`src/rtl/regxfer_pkg.sv`:
```
package regxfer_pkg;
  localparam int REG_CNT = 16;
  localparam int HALF    = REG_CNT / 2;
  localparam int IDX_W   = $clog2(REG_CNT);
  localparam int PW_W    = 16;
  localparam int CA_BIT  = 15;
  localparam int DR_BIT  = 13;

  typedef enum logic [1:0] {
    ST_IDLE = 2'd0,
    ST_MASK = 2'd1,
    ST_XFER = 2'd2
  } seq_state_e;

  // Scan step s -> register index: data half high to low, then address half high to low.
  function automatic logic [IDX_W-1:0] scan_to_idx(input int s);
    if (s < HALF) return IDX_W'(HALF - 1 - s);
    else          return IDX_W'(REG_CNT - 1 - (s - HALF));
  endfunction
endpackage

```
`src/rtl/regxfer_bank.sv`:
```
module regxfer_bank
  import regxfer_pkg::*;
#(
  parameter int DATA_W = 32
) (
  input  logic              clk,
  input  logic              rst,
  input  logic              we,
  input  logic [IDX_W-1:0]  waddr,
  input  logic [DATA_W-1:0] wdata,
  input  logic [IDX_W-1:0]  raddr,
  output logic [DATA_W-1:0] rdata
);
  logic [DATA_W-1:0] regs_q [REG_CNT];

  always_ff @(posedge clk) begin
    if (rst) begin
      for (int i = 0; i < REG_CNT; i++) regs_q[i] <= '0;
    end else if (we) begin
      regs_q[waddr] <= wdata;
    end
  end

  assign rdata = regs_q[raddr];
endmodule

```
`src/rtl/regxfer_pick.sv`:
```
module regxfer_pick
  import regxfer_pkg::*;
(
  input  logic [REG_CNT-1:0] sel,
  output logic               any,
  output logic [IDX_W-1:0]   idx
);
  logic [REG_CNT-1:0] scan;
  logic [IDX_W-1:0]   first;

  // Reorder the mask into visiting order so a plain priority search finds the next register.
  for (genvar s = 0; s < REG_CNT; s++) begin : g_perm
    assign scan[s] = sel[scan_to_idx(s)];
  end

  always_comb begin
    any   = 1'b0;
    first = '0;
    for (int s = REG_CNT - 1; s >= 0; s--) begin
      if (scan[s]) begin
        any   = 1'b1;
        first = IDX_W'(s);
      end
    end
  end

  assign idx = scan_to_idx(int'(first));
endmodule

```
`src/rtl/regxfer_ctrl.sv`:
```
module regxfer_ctrl
  import regxfer_pkg::*;
(
  input  logic               clk,
  input  logic               rst,
  input  logic               prim_valid,
  input  logic [PW_W-1:0]    prim_word,
  input  logic               cond_cat,
  input  logic               mask_valid,
  input  logic [REG_CNT-1:0] mask_data,
  input  logic               out_ready,
  input  logic               in_valid,
  input  logic [IDX_W-1:0]   cur_idx,
  output logic               prim_ready,
  output logic               mask_ready,
  output logic               out_valid,
  output logic               in_ready,
  output logic               bank_we,
  output logic [REG_CNT-1:0] rem_q,
  output logic               done,
  output logic               proto_viol
);
  seq_state_e         state_q;
  logic               dr_q;
  logic               done_q;
  logic               viol_q;
  logic               ca;
  logic               dr;
  logic               illegal;
  logic               hs;
  logic [REG_CNT-1:0] rem_next;
  logic               unused_prim;

  assign ca          = prim_word[CA_BIT];
  assign dr          = prim_word[DR_BIT];
  assign unused_prim = ^{prim_word[CA_BIT-1:DR_BIT+1], prim_word[DR_BIT-1:0]};
  assign illegal     = !ca && cond_cat;

  assign prim_ready = (state_q == ST_IDLE);
  assign mask_ready = (state_q == ST_MASK);
  assign out_valid  = (state_q == ST_XFER) && !dr_q;
  assign in_ready   = (state_q == ST_XFER) && dr_q;
  assign hs         = dr_q ? (in_ready && in_valid) : (out_valid && out_ready);
  assign bank_we    = in_ready && in_valid;
  assign rem_next   = rem_q & ~(REG_CNT'(1) << cur_idx);

  always_ff @(posedge clk) begin
    if (rst) begin
      state_q <= ST_IDLE;
      dr_q    <= 1'b0;
      rem_q   <= '0;
      done_q  <= 1'b0;
      viol_q  <= 1'b0;
    end else begin
      done_q <= 1'b0;
      unique case (state_q)
        ST_IDLE: begin
          if (prim_valid) begin
            dr_q <= dr;
            if (illegal) begin
              viol_q <= 1'b1;
            end else begin
              viol_q  <= 1'b0;
              state_q <= ST_MASK;
            end
          end
        end
        ST_MASK: begin
          if (mask_valid) begin
            rem_q <= mask_data;
            if (mask_data == '0) begin
              done_q  <= 1'b1;
              state_q <= ST_IDLE;
            end else begin
              state_q <= ST_XFER;
            end
          end
        end
        ST_XFER: begin
          if (hs) begin
            rem_q <= rem_next;
            if (rem_next == '0) begin
              done_q  <= 1'b1;
              state_q <= ST_IDLE;
            end
          end
        end
        default: state_q <= ST_IDLE;
      endcase
    end
  end

  assign done       = done_q;
  assign proto_viol = viol_q;
endmodule

```
`src/rtl/regxfer_seq.sv`:
```
module regxfer_seq
  import regxfer_pkg::*;
#(
  parameter int DATA_W = 32
) (
  input  logic              clk,
  input  logic              rst,
  input  logic              prim_valid,
  output logic              prim_ready,
  input  logic [15:0]       prim_word,
  input  logic              cond_cat,
  input  logic              mask_valid,
  output logic              mask_ready,
  input  logic [15:0]       mask_data,
  output logic              out_valid,
  input  logic              out_ready,
  output logic [DATA_W-1:0] out_data,
  input  logic              in_valid,
  output logic              in_ready,
  input  logic [DATA_W-1:0] in_data,
  output logic [3:0]        cur_idx,
  output logic              done,
  output logic              proto_viol
);
  logic [REG_CNT-1:0] rem_q;
  logic [IDX_W-1:0]   pick_idx;
  logic               pick_any;
  logic               bank_we;
  logic               unused_any;

  assign unused_any = pick_any;

  regxfer_pick u_pick (
    .sel (rem_q),
    .any (pick_any),
    .idx (pick_idx)
  );

  regxfer_ctrl u_ctrl (
    .clk        (clk),
    .rst        (rst),
    .prim_valid (prim_valid),
    .prim_word  (prim_word),
    .cond_cat   (cond_cat),
    .mask_valid (mask_valid),
    .mask_data  (mask_data),
    .out_ready  (out_ready),
    .in_valid   (in_valid),
    .cur_idx    (pick_idx),
    .prim_ready (prim_ready),
    .mask_ready (mask_ready),
    .out_valid  (out_valid),
    .in_ready   (in_ready),
    .bank_we    (bank_we),
    .rem_q      (rem_q),
    .done       (done),
    .proto_viol (proto_viol)
  );

  regxfer_bank #(.DATA_W(DATA_W)) u_bank (
    .clk   (clk),
    .rst   (rst),
    .we    (bank_we),
    .waddr (pick_idx),
    .wdata (in_data),
    .raddr (pick_idx),
    .rdata (out_data)
  );

  assign cur_idx = pick_idx;
endmodule

```
`config.mk`:
```
export PLATFORM = sky130hd
export DESIGN_NAME = regxfer_seq
export DESIGN_NICKNAME = d
export VERILOG_FILES = /design/src/rtl/regxfer_pkg.sv /design/src/rtl/regxfer_bank.sv /design/src/rtl/regxfer_pick.sv /design/src/rtl/regxfer_ctrl.sv /design/src/rtl/regxfer_seq.sv
export SDC_FILE = /design/constraint.sdc
export NUM_CORES = 1
export LEC_CHECK = 0
export BUFFER_PORTS_ARGS = -buffer_cell sky130_fd_sc_hd__buf_4
export CAP_MARGIN = 15
export CORE_MARGIN = 10
export CORE_UTILIZATION = 65
export CTS_CLUSTER_DIAMETER = 100
export DETAILED_ROUTE_END_ITERATION = 8
export PLACE_DENSITY_LB_ADDON = 0.1
export SYNTH_ARGS = -nofsm -noshare
export SYNTH_HDL_FRONTEND = slang
export SYNTH_SLANG_ARGS = --single-unit
```
`constraint.sdc`:
```
create_clock -name clk -period 5.8 [get_ports clk]
set_clock_uncertainty 0.15 [all_clocks]
set_input_delay 1.16 -clock clk [delete_from_list [all_inputs] [get_ports clk]]
set_output_delay 1.16 -clock clk [all_outputs]
set_load 0.005 [all_outputs]
```
==> impl_metrics.py <==
metrics = {
    "status": {
        "status": "finished clean",
    },
    "clock_tree": {
        "cts-root-to-sink-buffers": 3,
        "cts-buffers-inserted": 54,
        "path_clk_slew_ns": 0.06,
        "post_cts_buffers": 0,
        "htree_depth": 2,
        "clockRootBuffer": "sky130_fd_sc_hd__clkbuf_16",
        "postCtsHoldBufs": 0,
        "tritoncts_clock_tree": "done",
        "post_cts_resize_count": 0,
        "cts.sink_count": 533,
        "worstSkewPairLatency_ns": 0.60,
    },
    "route": {
        "final_antenna_net_count": 0,
        "dr.first_iter.drc_count": 1686,
        "routed_wire_length_per_instance_um": 25.38,
        "dr_total_vias": 15728,
        "drtPass1Iterations": 7,
        "drc_markers": 0,
        "route.final.wire_length_um": 64560,
        "viasPerCell": 6.182,
    },
    "synthesis": {
        "synth_adder_area_share_pct": 0.1506,
        "yosys.area.top_type_share_pct": 61.67,
        "average_footprint_of_a_synthesized_cell_um2": 12.69,
        "yosys_register_bits": 533,
        "syn-instance-count": 1965,
        "synthDominantAreaCellType": "sky130_fd_sc_hd__edfxtp_1",
        "synthesis.area_mm2": 0.02493,
        "synthTopCellsByCount": "515 x sky130_fd_sc_hd__and2_1, 512 x sky130_fd_sc_hd__edfxtp_1, 142 x sky130_fd_sc_hd__clkbuf_1",
        "most_numerous_cell_in_the_yosys_netlist": "sky130_fd_sc_hd__and2_1",
        "dominantRegCellSynth": "sky130_fd_sc_hd__edfxtp_1",
        "yosysSeqAreaShare_pct": 63.35,
        "largest_cells_by_area_after_synthesis": "sky130_fd_sc_hd__edfxtp_1 62%, sky130_fd_sc_hd__and2_1 13%, sky130_fd_sc_hd__mux2i_1 5.2%",
        "syn-num-nets": 2039,
        "synthSimpleGateAreaFrac_pct": 19.56,
        "async_set_or_reset_register_ratio_after_synthesis_pct": 0,
        "yosys-mux-area-fraction_pct": 5.179,
        "yosys_warnings": 0,
        "synth.distinct_cells": 52,
        "synth_enable_flop_cells": 512,
        "area_share_of_xor_xnor_cells_in_the_synthesized_design_pct": 0,
        "share_of_the_synthesized_area_in_compound_gates_ao_oa_aoi_oai_pct": 9.003,
        "largest_family_of_logic_cells_by_synthesized_area": "simple AND/OR/NAND/NOR gates",
    },
    "critical_path": {
        "worst_setup_path_start_kind": "flip-flop",
        "worst_path_max_delay_cell": "sky130_fd_sc_hd__inv_4",
        "critPathRequiredTime_ns": 4.49,
        "timing.critical_path.slowest_cell_delay_ns": 0.77,
        "worst-path-max-fanout": 73,
        "worstSetupEndpointType": "output pin",
        "cpMostUsedCell": "sky130_fd_sc_hd__buf_4",
        "cp_num_buf_inv": 3,
        "arrival_time_worst_endpoint_ns": 3.80,
        "cpLargestDelayFamily": "buffers and inverters",
        "setup.worst_path.class": "reg -> out",
        "cp_cell_sequence": "nor2_1 > and2_1 > a22o_1 > inv_4 > buf_4 > o2bb2ai_1 > o21ai_0 > nand4_1 > buf_4",
    },
    "timing": {
        "max_slew_headroom_at_the_worst_pin_pct": 22.02,
        "fin_setup_tns_ns": 0,
        "setup-violations-final": 0,
        "finalHoldViolations": 0,
        "min_period_ns": 5.109,
        "worst_pin_slew_ns": 1.170,
        "fin_hold_ws_ns": 0.3194,
        "post-route-period-util_pct": 88.08,
        "max_freq_mhz": 195.7,
        "grt_setup_unrepaired": "false",
        "final-max-slew-violation-count": 0,
    },
    "floorplan": {
        "starting_utilization_of_the_core_area_pct": 66.03,
        "design.core.area_mm2": 0.03776,
        "std_cell_rows": 71,
        "io_pins": 113,
        "die_area_mm2": 0.04659,
        "die_y_um": 215.8,
        "die-width_um": 215.8,
    },
    "global_routing": {
        "grt_antenna_before_repair": 1,
        "track_usage_pct": 27.40,
        "grt.overflow.total": 0,
        "grt_pass1_wl_um": 96780,
        "vias_in_the_first_global_route": 15718,
        "pin_count_of_the_biggest_net_entering_global_routing": 129,
    },
    "power": {
        "pwr_density_mw_per_mm2": 569.1,
        "cellLeakagePower_nw": 10.18,
        "vdd_ir_drop_max_uv": 963.9,
    },
    "placed_design": {
        "place.detailed.hpwl_um": 34040,
        "portBuffers": 98,
        "routabilityCongestion": 0.8350,
    },
    "cells_and_area": {
        "share_of_post_route_cells_with_drive_strength_above_1_pct": 12.21,
        "finish.net_count": 2071,
        "area.growth.synth_to_final_pct": 11.39,
    },
    "worst_hold_path": {
        "worstHoldPathType": "reg -> reg",
    },
    "job": {
        "cap_violations": 0,
    },
}
[layer usage]
layer	share of wire, %	global-route usage, %	routed length [µm]	vias to the layer above
met5	0	0	0	-
met4	3.0	9.669	1917	0
met3	8.1	5.077	5206	133
met2	49	44.76	31420	700
met1	40	36.21	26020	7741
li1	-	-	-	7154
[state kept, by name, indices dropped and copies added, names as in the netlist]
name,count
u_ctrl.dr_q,1
u_ctrl.state_q,2
u_ctrl.proto_viol,1
u_ctrl.rem_q,16
u_bank.regs_q,512
u_ctrl.done,1
[power breakdown]
| part | internal [W] | leakage, nW | total (W) | switching (W) |
|---|---|---|---|---|
| Combinational | 0.00289 | 3.95 | 0.00809 | 0.00520 |
| Sequential | 0.00437 | 5.46 | 0.00449 | 0.000119 |
| Clock | 0.00182 | 0.771 | 0.00323 | 0.00141 |
[area by class of cell]
class / instances / area (µm²)
multi-input cells: 1256 / 8559
clock inverters: 16 / 138.9
fillers: 2460 / 9983
inverters: 12 / 47.55
repair buffers: 140 / 1139
well taps: 511 / 639.4
diodes: 2 / 5.005
clock buffers: 74 / 1448
flip-flops and latches: 533 / 15800
[worst reg2reg max path, delay by kind of cell (launching register included)]
| kind | cells | cell delay [ns] |
|---|---|---|
| AOI/OAI and AO/OA | 1 | 0.25 |
| buffers and inverters | 2 | 0.80 |
| and+or+nand+nor | 6 | 2.32 |
| DFF | 1 | 0.59 |
[cell usage in the layout (no fill, tap or decap), drive strengths merged, types with 3 or more instances in the layout]
master,instances
a21o,7
a21oi,18
a22o,4
a22oi,7
a31oi,6
and2,515
buf,140
clkbuf,74
clkinv,13
dfxtp,21
edfxtp,512
ha,3
inv,13
mux2i,129
nand2,24
nand3,7
nand4,33
nor2,35
nor2b,129
nor3,10
nor3b,4
nor4,10
o21ai,140
o2bb2ai,127
o31ai,3
or2,17
or3,5
or4,3
[cell families after synthesis]
group	after synthesis
AO/OA/AOI/OAI	327
adder cells (fa/ha/maj)	3
buffers and inverters	176
flip-flops	533
multiplexers	129
AND/OR/NAND/NOR	797
[through the flow]
stage | cell area, µm² | instances | setup WS (ns) | power, W | util [%]
final | 27770 | 2544 | 0.6914 | 0.01581 | 73.56
after global routing | 27770 | 2543 | 0.5069 | 0.01654 | 73.55
after CTS | 27750 | 2541 | 0.7198 | 0.01579 | 73.49
after detailed placement | 26160 | 2451 | 1.352 | 0.01259 | 69.29
after global placement | 26160 | 2451 | 1.396 | 0.01252 | 69.29
after floorplan | 24930 | 1965 | 2.146 | 0.009376 | -
[worst paths after layout]
path                                  start                                  to  slack, ns  cells after the start
max            u_ctrl.rem_q[7]$_SDFFE_PP0P_                         out_data[7]       0.69                      9
min          u_ctrl.proto_viol$_SDFFE_PP0P_      u_ctrl.proto_viol$_SDFFE_PP0P_       0.32                      2
max reg2reg    u_ctrl.rem_q[2]$_SDFFE_PP0P_  u_bank.regs_q[0][23]$_SDFFCE_PN0P_       1.28                      9
min reg2reg  u_ctrl.proto_viol$_SDFFE_PP0P_      u_ctrl.proto_viol$_SDFFE_PP0P_       0.32                      2
No activity file was read; power rests on OpenSTA's default activity.
